## src/rtl/xpt_cfg_pkg.sv

```systemverilog
package xpt_cfg_pkg;
  typedef enum logic {
    LOAD_CHAIN = 1'b0,
    LOAD_ADDR  = 1'b1
  } load_mode_e;
endpackage

```

## src/rtl/xpt_sync.sv

```systemverilog
module xpt_sync #(
  parameter int unsigned W      = 1,
  parameter int unsigned STAGES = 2,
  parameter logic [W-1:0] RST_VAL = '0
) (
  input  logic         clk_i,
  input  logic         rst_ni,
  input  logic [W-1:0] d_i,
  output logic [W-1:0] q_o
);
  logic [W-1:0] pipe_q [STAGES];

  for (genvar s = 0; s < STAGES; s++) begin : g_stage
    always_ff @(posedge clk_i or negedge rst_ni) begin
      if (!rst_ni) pipe_q[s] <= RST_VAL;
      else if (s == 0) pipe_q[s] <= d_i;
      else pipe_q[s] <= pipe_q[(s == 0) ? 0 : s-1];
    end
  end

  assign q_o = pipe_q[STAGES-1];
endmodule

```

## src/rtl/xpt_edge_arm.sv

```systemverilog
module xpt_edge_arm (
  input  logic clk_i,
  input  logic rst_ni,
  input  logic sclk_s_i,
  input  logic cs_act_i,
  output logic armed_o,
  output logic sample_o
);
  logic prev_q, armed_q;
  logic rise, fall;

  assign rise = sclk_s_i & ~prev_q;
  assign fall = ~sclk_s_i & prev_q;

  always_ff @(posedge clk_i or negedge rst_ni) begin
    if (!rst_ni) begin
      prev_q  <= 1'b0;
      armed_q <= 1'b0;
    end else begin
      prev_q <= sclk_s_i;
      if (!cs_act_i)  armed_q <= 1'b0;
      else if (rise)  armed_q <= 1'b1;
    end
  end

  assign armed_o  = armed_q;
  // falls before the arming rise are ignored
  assign sample_o = fall & armed_q & cs_act_i;
endmodule

```

## src/rtl/xpt_load_bank.sv

```systemverilog
module xpt_load_bank
  import xpt_cfg_pkg::*;
#(
  parameter int unsigned N_IN  = 16,
  parameter int unsigned N_OUT = 8,
  localparam int unsigned IN_AW   = $clog2(N_IN),
  localparam int unsigned OUT_AW  = $clog2(N_OUT),
  localparam int unsigned FIELD_W = IN_AW + 1,
  localparam int unsigned FRAME_W = FIELD_W * N_OUT,
  localparam int unsigned WORD_W  = OUT_AW + IN_AW + 1,
  localparam int unsigned CNT_W   = $clog2(WORD_W + 1)
) (
  input  logic               clk_i,
  input  logic               rst_ni,
  input  logic               sample_i,
  input  logic               din_i,
  input  load_mode_e         mode_i,
  input  logic               cs_act_i,
  output logic [FRAME_W-1:0] stage_o,
  output logic               sdout_o,
  output logic               upd_o,
  output logic [CNT_W-1:0]   bit_cnt_o
);
  localparam logic [FIELD_W-1:0] FIELD_RST = {1'b1, {IN_AW{1'b0}}};

  logic [FRAME_W-1:0] frame_q, frame_d;
  logic [WORD_W-1:0]  word_q, word_nx;
  logic [CNT_W-1:0]   cnt_q;
  logic               upd_q;
  logic               chain_shift, addr_take, addr_last;
  logic [OUT_AW-1:0]  tgt_out;
  logic [FIELD_W-1:0] tgt_field;

  assign chain_shift = sample_i && (mode_i == LOAD_CHAIN);
  assign addr_take   = sample_i && (mode_i == LOAD_ADDR) && (cnt_q < CNT_W'(WORD_W));
  assign addr_last   = addr_take && (cnt_q == CNT_W'(WORD_W - 1));
  assign word_nx     = {din_i, word_q[WORD_W-1:1]};
  assign tgt_out     = word_nx[OUT_AW-1:0];
  assign tgt_field   = {word_nx[WORD_W-1], word_nx[OUT_AW +: IN_AW]};

  always_comb begin
    frame_d = frame_q;
    if (chain_shift) begin
      frame_d = {din_i, frame_q[FRAME_W-1:1]};
    end else if (addr_last) begin
      for (int k = 0; k < int'(N_OUT); k++) begin
        if (tgt_out == OUT_AW'(k)) frame_d[k*FIELD_W +: FIELD_W] = tgt_field;
      end
    end
  end

  always_ff @(posedge clk_i or negedge rst_ni) begin
    if (!rst_ni) begin
      frame_q <= {N_OUT{FIELD_RST}};
      word_q  <= '0;
      cnt_q   <= '0;
      upd_q   <= 1'b0;
    end else begin
      frame_q <= frame_d;
      upd_q   <= chain_shift || addr_last;
      if (!cs_act_i) begin
        cnt_q  <= '0;
        word_q <= '0;
      end else if (addr_take) begin
        cnt_q  <= cnt_q + 1'b1;
        word_q <= word_nx;
      end
    end
  end

  assign stage_o   = frame_q;
  assign sdout_o   = frame_q[0];
  assign upd_o     = upd_q;
  assign bit_cnt_o = cnt_q;
endmodule

```

## src/rtl/xpt_cfg_loader.sv

```systemverilog
module xpt_cfg_loader
  import xpt_cfg_pkg::*;
#(
  parameter int unsigned N_IN        = 16,
  parameter int unsigned N_OUT       = 8,
  parameter int unsigned SYNC_STAGES = 2,
  localparam int unsigned IN_AW   = $clog2(N_IN),
  localparam int unsigned OUT_AW  = $clog2(N_OUT),
  localparam int unsigned FIELD_W = IN_AW + 1,
  localparam int unsigned FRAME_W = FIELD_W * N_OUT,
  localparam int unsigned WORD_W  = OUT_AW + IN_AW + 1,
  localparam int unsigned CNT_W   = $clog2(WORD_W + 1)
) (
  input  logic               clk_i,
  input  logic               rst_ni,
  input  logic               sclk_i,
  input  logic               sdata_i,
  input  logic               csn_i,
  input  logic               mode_i,
  output logic               sdout_o,
  output logic [FRAME_W-1:0] stage_o,
  output logic               stage_upd_o
);
  logic [3:0]       pins_s;
  logic             sclk_s, sdata_s, csn_s, mode_s;
  logic             cs_act, armed, sample;
  load_mode_e       mode_e;
  logic [CNT_W-1:0] bit_cnt;

  xpt_sync #(.W(4), .STAGES(SYNC_STAGES), .RST_VAL(4'b0010)) u_sync (
    .clk_i  (clk_i),
    .rst_ni (rst_ni),
    .d_i    ({mode_i, csn_i, sdata_i, sclk_i}),
    .q_o    (pins_s)
  );

  assign {mode_s, csn_s, sdata_s, sclk_s} = pins_s;
  assign cs_act = ~csn_s;
  assign mode_e = load_mode_e'(mode_s);

  xpt_edge_arm u_edge (
    .clk_i    (clk_i),
    .rst_ni   (rst_ni),
    .sclk_s_i (sclk_s),
    .cs_act_i (cs_act),
    .armed_o  (armed),
    .sample_o (sample)
  );

  xpt_load_bank #(.N_IN(N_IN), .N_OUT(N_OUT)) u_bank (
    .clk_i     (clk_i),
    .rst_ni    (rst_ni),
    .sample_i  (sample),
    .din_i     (sdata_s),
    .mode_i    (mode_e),
    .cs_act_i  (cs_act),
    .stage_o   (stage_o),
    .sdout_o   (sdout_o),
    .upd_o     (stage_upd_o),
    .bit_cnt_o (bit_cnt)
  );
endmodule

```

## config.mk

```make
export PLATFORM = sky130hd
export DESIGN_NAME = xpt_cfg_loader
export DESIGN_NICKNAME = d
export VERILOG_FILES = /design/src/rtl/xpt_cfg_pkg.sv /design/src/rtl/xpt_sync.sv /design/src/rtl/xpt_edge_arm.sv /design/src/rtl/xpt_load_bank.sv /design/src/rtl/xpt_cfg_loader.sv
export SDC_FILE = /design/constraint.sdc
export NUM_CORES = 1
export LEC_CHECK = 0
export ABC_CLOCK_PERIOD_IN_PS = 4960
export CORE_MARGIN = 2
export CORE_UTILIZATION = 56
export DETAILED_ROUTE_END_ITERATION = 12
export PLACE_DENSITY = 0.84
export SLEW_MARGIN = 20
export SYNTH_ARGS = -nofsm -noshare
export SYNTH_HDL_FRONTEND = slang
export SYNTH_SLANG_ARGS = --single-unit
export TNS_END_PERCENT = 100
```

## constraint.sdc

```tcl
create_clock -name clk_i -period 4.96 [get_ports clk_i]
set_input_delay 0.992 -clock clk_i [delete_from_list [all_inputs] [get_ports clk_i]]
set_output_delay 0.992 -clock clk_i [all_outputs]
set_load 0.01 [all_outputs]
```

======== Yosys cells after proc, flatten, opt, wreduce, memory -nomap -nowiden ========
Cells that the tools add are included.
word-level totals
  bits in writable memories ............... 0
  input bits .............................. 6
  memories kept ........................... 0
  flip-flop bits (word level) ............. 63
  latch bits .............................. 0
  ROM bits ................................ 0
cells by class
  bitwise gates (word level) .............. 8
  mux-type cells .......................... 16
  shift-type cells ........................ 0
  div/mod/pow operators ................... 0
  reduce and logical (&&, ||, !) cells .... 25
  add/subtract/negate cells ............... 1
  eq/ne operators ......................... 8
  $mul .................................... 0
  order comparisons ....................... 1
operators by type and width
  operator                                                               number
  40-bit two-way mux                                                     2
  5-bit two-way mux                                                      8
  2-bit nonzero test                                                     11
  8-bit two-way mux                                                      2
  2-bit AND reduction                                                    8
  3-bit equality test, second input constant                             4
  4-bit two-way mux                                                      2
  3-bit by 2-bit equality test with 1-bit output, second input constant  2
  4-bit by 1-bit adder with 4-bit output, second input constant          1
  1-bit bitwise AND                                                      4
  4-bit by 3-bit equality test with 1-bit output, second input constant  1
  1-bit logical AND                                                      4
  4-bit < comparator, second input constant                              1
  1-bit inverter                                                         4
  3-bit by 1-bit equality test with 1-bit output, second input constant  1
  3-bit zero test                                                        1
  1-bit two-way mux                                                      2
  1-bit logical OR                                                       1

======== Logic depth before layout (Yosys ltp) ========
  word-level depth ........................ 9
  depth in mapped cells ................... 6

======== Hierarchy ========
A second synthesis with hierarchy kept.
second synthesis, totals
  cell total of the unflattened synthesis .. 302
  area, all modules ....................... 2940.3 µm²
by module, submodules not included
  module          cells each  times used  area each (µm²)
  xpt_load_bank   284         1           2628.8
  xpt_sync        12          1           232.7
  xpt_edge_arm    5           1           75.1
  xpt_cfg_loader  1           1           3.8

======== Least setup slack after synthesis ========
No wires, ideal clock.
  kind .................................... register to register
  from .................................... reg u_sync.pipe_q (netlist bit u_sync.q_o[0])
  to ...................................... reg u_bank.frame_q[1], in the netlist u_bank.stage_o[1]
  setup slack ............................. 3347 ps
  path buffers ............................ 2
  period minus slack after synthesis ...... 1613 ps
  arrival time ............................ 1487 ps
  stages on the path, launching flop included .. 7
  cell sequence ........................... dfrtp_1 -> and4bb_4 -> nand2b_1 -> buf_6 -> and2_1 -> buf_2 -> a221o_1
between the ends
  longest elaborated chain between the ends .. 9
RTL lines
  item                                  RTL line             text
  start, declared                       xpt_sync.sv:11       logic [W-1:0] pipe_q [STAGES];
  start signal, assigned by index       xpt_sync.sv:16       else if (s == 0) pipe_q[s] <= d_i;
  start signal, assigned by index       xpt_sync.sv:17       else pipe_q[s] <= pipe_q[(s == 0) ? 0 : s-1];
  1-bit inverter *                      xpt_edge_arm.sv:13   assign fall = ~sclk_s_i & prev_q;
  1-bit bitwise AND *                   xpt_edge_arm.sv:13
  1-bit bitwise AND * (2 in a row)      xpt_edge_arm.sv:28   assign sample_o = fall & armed_q & cs_act_i;
  1-bit logical AND (2 in a row)        xpt_load_bank.sv:35  assign addr_take = sample_i && (mode_i == LOAD_ADDR) && (cnt_q < CNT_W'(WORD_W));
  1-bit logical AND                     xpt_load_bank.sv:36  assign addr_last = addr_take && (cnt_q == CNT_W'(WORD_W - 1));
  2-bit nonzero test (no source line)   --
  2-bit AND reduction (no source line)  --
  end signal, assigned                  xpt_load_bank.sv:54  frame_q <= {N_OUT{FIELD_RST}};
  end signal, assigned                  xpt_load_bank.sv:59  frame_q <= frame_d;
  end, declared                         xpt_load_bank.sv:26  logic [FRAME_W-1:0] frame_q, frame_d;
Mark *: on every way between the ends. The rest lies on a longest branch, timed or not.
A chain may end at the register's enable or synchronous reset.

======== Final worst setup path ========
  from .................................... reg u_sync.pipe_q (netlist bit u_sync.q_o[2])
  to ...................................... reg u_bank.frame_q[3], in the netlist u_bank.stage_o[3]
between the ends
  longest elaborated chain between the ends .. 7
RTL lines
  item                                  RTL line              text
  1-bit inverter *                      xpt_cfg_loader.sv:38  assign cs_act = ~csn_s;
  1-bit bitwise AND *                   xpt_edge_arm.sv:28
  1-bit logical AND (2 in a row)        xpt_load_bank.sv:35
  1-bit logical AND                     xpt_load_bank.sv:36
  2-bit nonzero test (no source line)   --
  2-bit AND reduction (no source line)  --
Marks and branches as above.

==> run_results.csv <==
group,metric,value,unit
global_route,grt_pass1_wl,9980,um
sta,slew_headroom,0.517,
layout,multi_input_area,0.00108,mm2
route,drc,0,
yosys,synth_top_cell_by_area,"dfrtp_1",
clocking,cts_root_buf,"clkbuf_8",
sta,worst_pin_slew,725,ps
layout,final_cells,349,
global_route,grt_overflow_total,0,
sta,final_hold_viol_count,0,
floorplan,rows,25,
yosys,ys_seq_area_frac,0.563,
route,ant_nets,0,
layout,syn_to_final_growth,21.4,%
floorplan,floorplan.initialDensity,0.585,
worst_setup_path,timing.rr.end,"u_bank.stage_o[3]",
clocking,clock_path_buffers,2,
power_and_ir_drop,p_sw_frac,0.224,
sta,finalSetupViolCount,0,
worst_setup_path,worstPathMaxFanout,46,
layout,fillers,346,
yosys,muxShareOfSynthArea,0.00405,
power_and_ir_drop,p_int,0.734,mW
sta,grt_setup_unrepaired,"no",
status,status,"complete, no violations",
clocking,numCtsBuffers,9,
clocking,htree_levels,3,
layout,seqCellArea,0.00156,mm2
yosys,avgSynthCellArea,11.7,um2
placed_design,gp_routability_congestion,0.800,
yosys,synthAdderAreaFrac,0.00450,
yosys,synth_cell_type_count,27,
power_and_ir_drop,switchingPower,0.212,mW
global_route,antenna_found_initial,0,
sta,clock.fmax,0.407,GHz
sta,finalMaxSlewViolations,0,
floorplan,dieArea,0.00554,mm2
worst_setup_path,start_kind,"flip-flop",
route,drt_wl_total,6070,um
layout,final_common_cell,"dfrtp_1",
global_route,grt_max_degree,63,
clocking,cts_hold_buf,0,
worst_setup_path,crit_start,"u_sync.q_o[2]",
power_and_ir_drop,pwr-share-seq,0.558,
placed_design,hpwl,3810,um
layout,utilization,0.710,
worst_setup_path,crit_end,"u_bank.stage_o[3]",
sta,setup_tns,0,ps
worst_setup_path,cp-end-kind,"flip-flop",
placed_design,port_buffers,47,
route,wire_per_inst,17.4,um
yosys,synth_top_family_by_area,"simple AND/OR/NAND/NOR gates",
power_and_ir_drop,power.total,0.946,mW
sta,setup_ws,2500,ps
yosys,yosysWarnings,0,
yosys,ys_seq_elements,62,
worst_setup_path,reg2regPathDepth,4,
yosys,synth_compound_area_frac,0.159,
floorplan,die_w,74.5,um
yosys,synth.top_cell.area_share,0.468,
sta,hold_ws,348,ps
yosys,synth_xor_xnor_area_share,0.00630,
route,vias_per_cell,6.23,
worst_setup_path,crit_type,"flip-flop to flip-flop",
worst_setup_path,worstPathRequired,5170,ps
floorplan,die_y,74.5,um
clocking,cts_sinks,62,
route,firstDrtPassIters,4,
layout,diodes,0,
layout,drive_gt1_frac,0.113,
worst_setup_path,r2r_slack,2500,ps
clocking,cts_setup_buffers,0,
power_and_ir_drop,p_clk_frac,0.394,
clocking,cts_resized,0,
power_and_ir_drop,p_comb_frac,0.047,
power_and_ir_drop,powerDensity,280,mW/mm2
route,first_iter_violations,231,
sta,finClkSkew,11.1,ps
worst_hold_path,hold_path.class,"flip-flop to flip-flop",
layout,mostFrequentLayoutCells,"52 x dfrtp_1, 46 x clkdlybuf4s50_1, 40 x and3_1, 38 x a221o_1, 16 x nand2_1",
route,vias,2175,
layout,nets,284,
floorplan,io_pins,48,
global_route,grt.total_usage,0.243,
clocking,cts_tree,"done",
yosys,syn_area,0.00278,mm2
yosys,syn_inst,238,
yosys,synth_area_leaders,"dfrtp_1 47%, a221o_1 14%, dfstp_2 9.5%",
power_and_ir_drop,vdd_ir_drop_max,0.196,mV
worst_setup_path,r2r_start,"u_sync.q_o[2]",
job,maxCapViolations,0,
clocking,clock_latency,330,ps
placed_design,dp_cells,333,
yosys,synth_fp_nets,245,
sta,period_minus_slack,2460,ps
placed_design,place_ws,2150,ps
clocking,path_clk_slew,70,ps
worst_setup_path,crit_arrival,2670,ps
global_route,grt_pass1_vias,1974,
layout,final_cell_area,0.00337,mm2
placed_design,placed_area,0.00321,mm2
sta,period_share,0.496,
floorplan,core-area,0.00475,mm2
power_and_ir_drop,cellLeakagePower,1.57,nW
yosys,synthSimpleGateAreaFrac,0.213,
layout make-up:
| class | count | share of cell area |
|---|---|---|
| flip-flops and latches | 62 | 0.463 |
| inverters | 1 | 0.00111 |
| multi-input cells | 154 | 0.320 |
| repair buffers | 49 | 0.142 |
| clock inverters | 2 | 0.00297 |
| well taps | 67 | 0.0248 |
| clock buffers | 14 | 0.0452 |
worst min-delay path by stage:
| stage | slack [ps] | startpoint | end | cells past startpoint |
|---|---|---|---|---|
| after floorplan | 330 | u_sync.pipe_q[4] | u_sync.q_o[0] | 0 |
| after global placement | 330 | u_sync.pipe_q[7] | u_sync.q_o[3] | 0 |
| after detailed placement | 340 | u_sync.pipe_q[7] | u_sync.q_o[3] | 0 |
| after CTS | 350 | u_sync.pipe_q[6] | u_sync.q_o[2] | 0 |
| after global routing | 360 | u_sync.pipe_q[4] | u_sync.q_o[0] | 0 |
| final | 350 | u_sync.pipe_q[6] | u_sync.q_o[2] | 0 |
Yosys cell counts:
cell type	count
and4_1	1
a221o_1	38
inv_1	1
and3_1	40
nand3_1	10
dfstp_2	10
clkbuf_1	7
nand4b_1	3
ha_1	1
and4bb_4	1
and2_1	6
mux2_2	1
buf_4	4
nand2b_1	1
dfrtp_1	52
nand4_1	4
and4b_1	1
nand2_1	16
nor3b_2	3
nor3_1	1
buf_2	5
nor2_1	9
buf_6	5
a31oi_1	1
nor2b_1	4
a21oi_1	11
xor2_1	2
sequential cells by signal (all words and copies together) (netlist names):
register / count
u_edge.armed_o: 1
u_sync.q_o: 4
u_bank.word_q: 7
u_bank.bit_cnt_o: 4
u_bank.stage_o: 40
u_sync.pipe_q: 4
u_edge.prev_q: 1
u_bank.upd_o: 1
cells by family after synthesis:
| group | count (synthesis) |
|---|---|
| xor+xnor | 2 |
| simple gates | 100 |
| compound gates | 50 |
| buf+inv | 22 |
| mux | 1 |
| flops | 62 |
| fa+ha+maj | 1 |
power by group through the flow:
stage / Combinational, mW / Clock (mW) / Sequential, mW
floorplan: 0.0158 / 0 / 0.537
global placement: 0.0446 / 0 / 0.537
detailed placement: 0.0452 / 0 / 0.537
CTS: 0.0455 / 0.378 / 0.528
global route: 0.0504 / 0.397 / 0.529
finish: 0.0447 / 0.373 / 0.528
critical path, stage by stage, from the launching register on:
cell and delay, ps:
dfrtp_1 510, and4bb_4 560, nand2b_2 430, and2_1 470, a221o_1 370
layer usage:
layer,GRT usage,wire length [um]
met1,0.358,2720
met2,0.342,2860
met3,0.0542,389
met4,0.119,97
met5,0,0
Power figures use the tool's default switching activity.
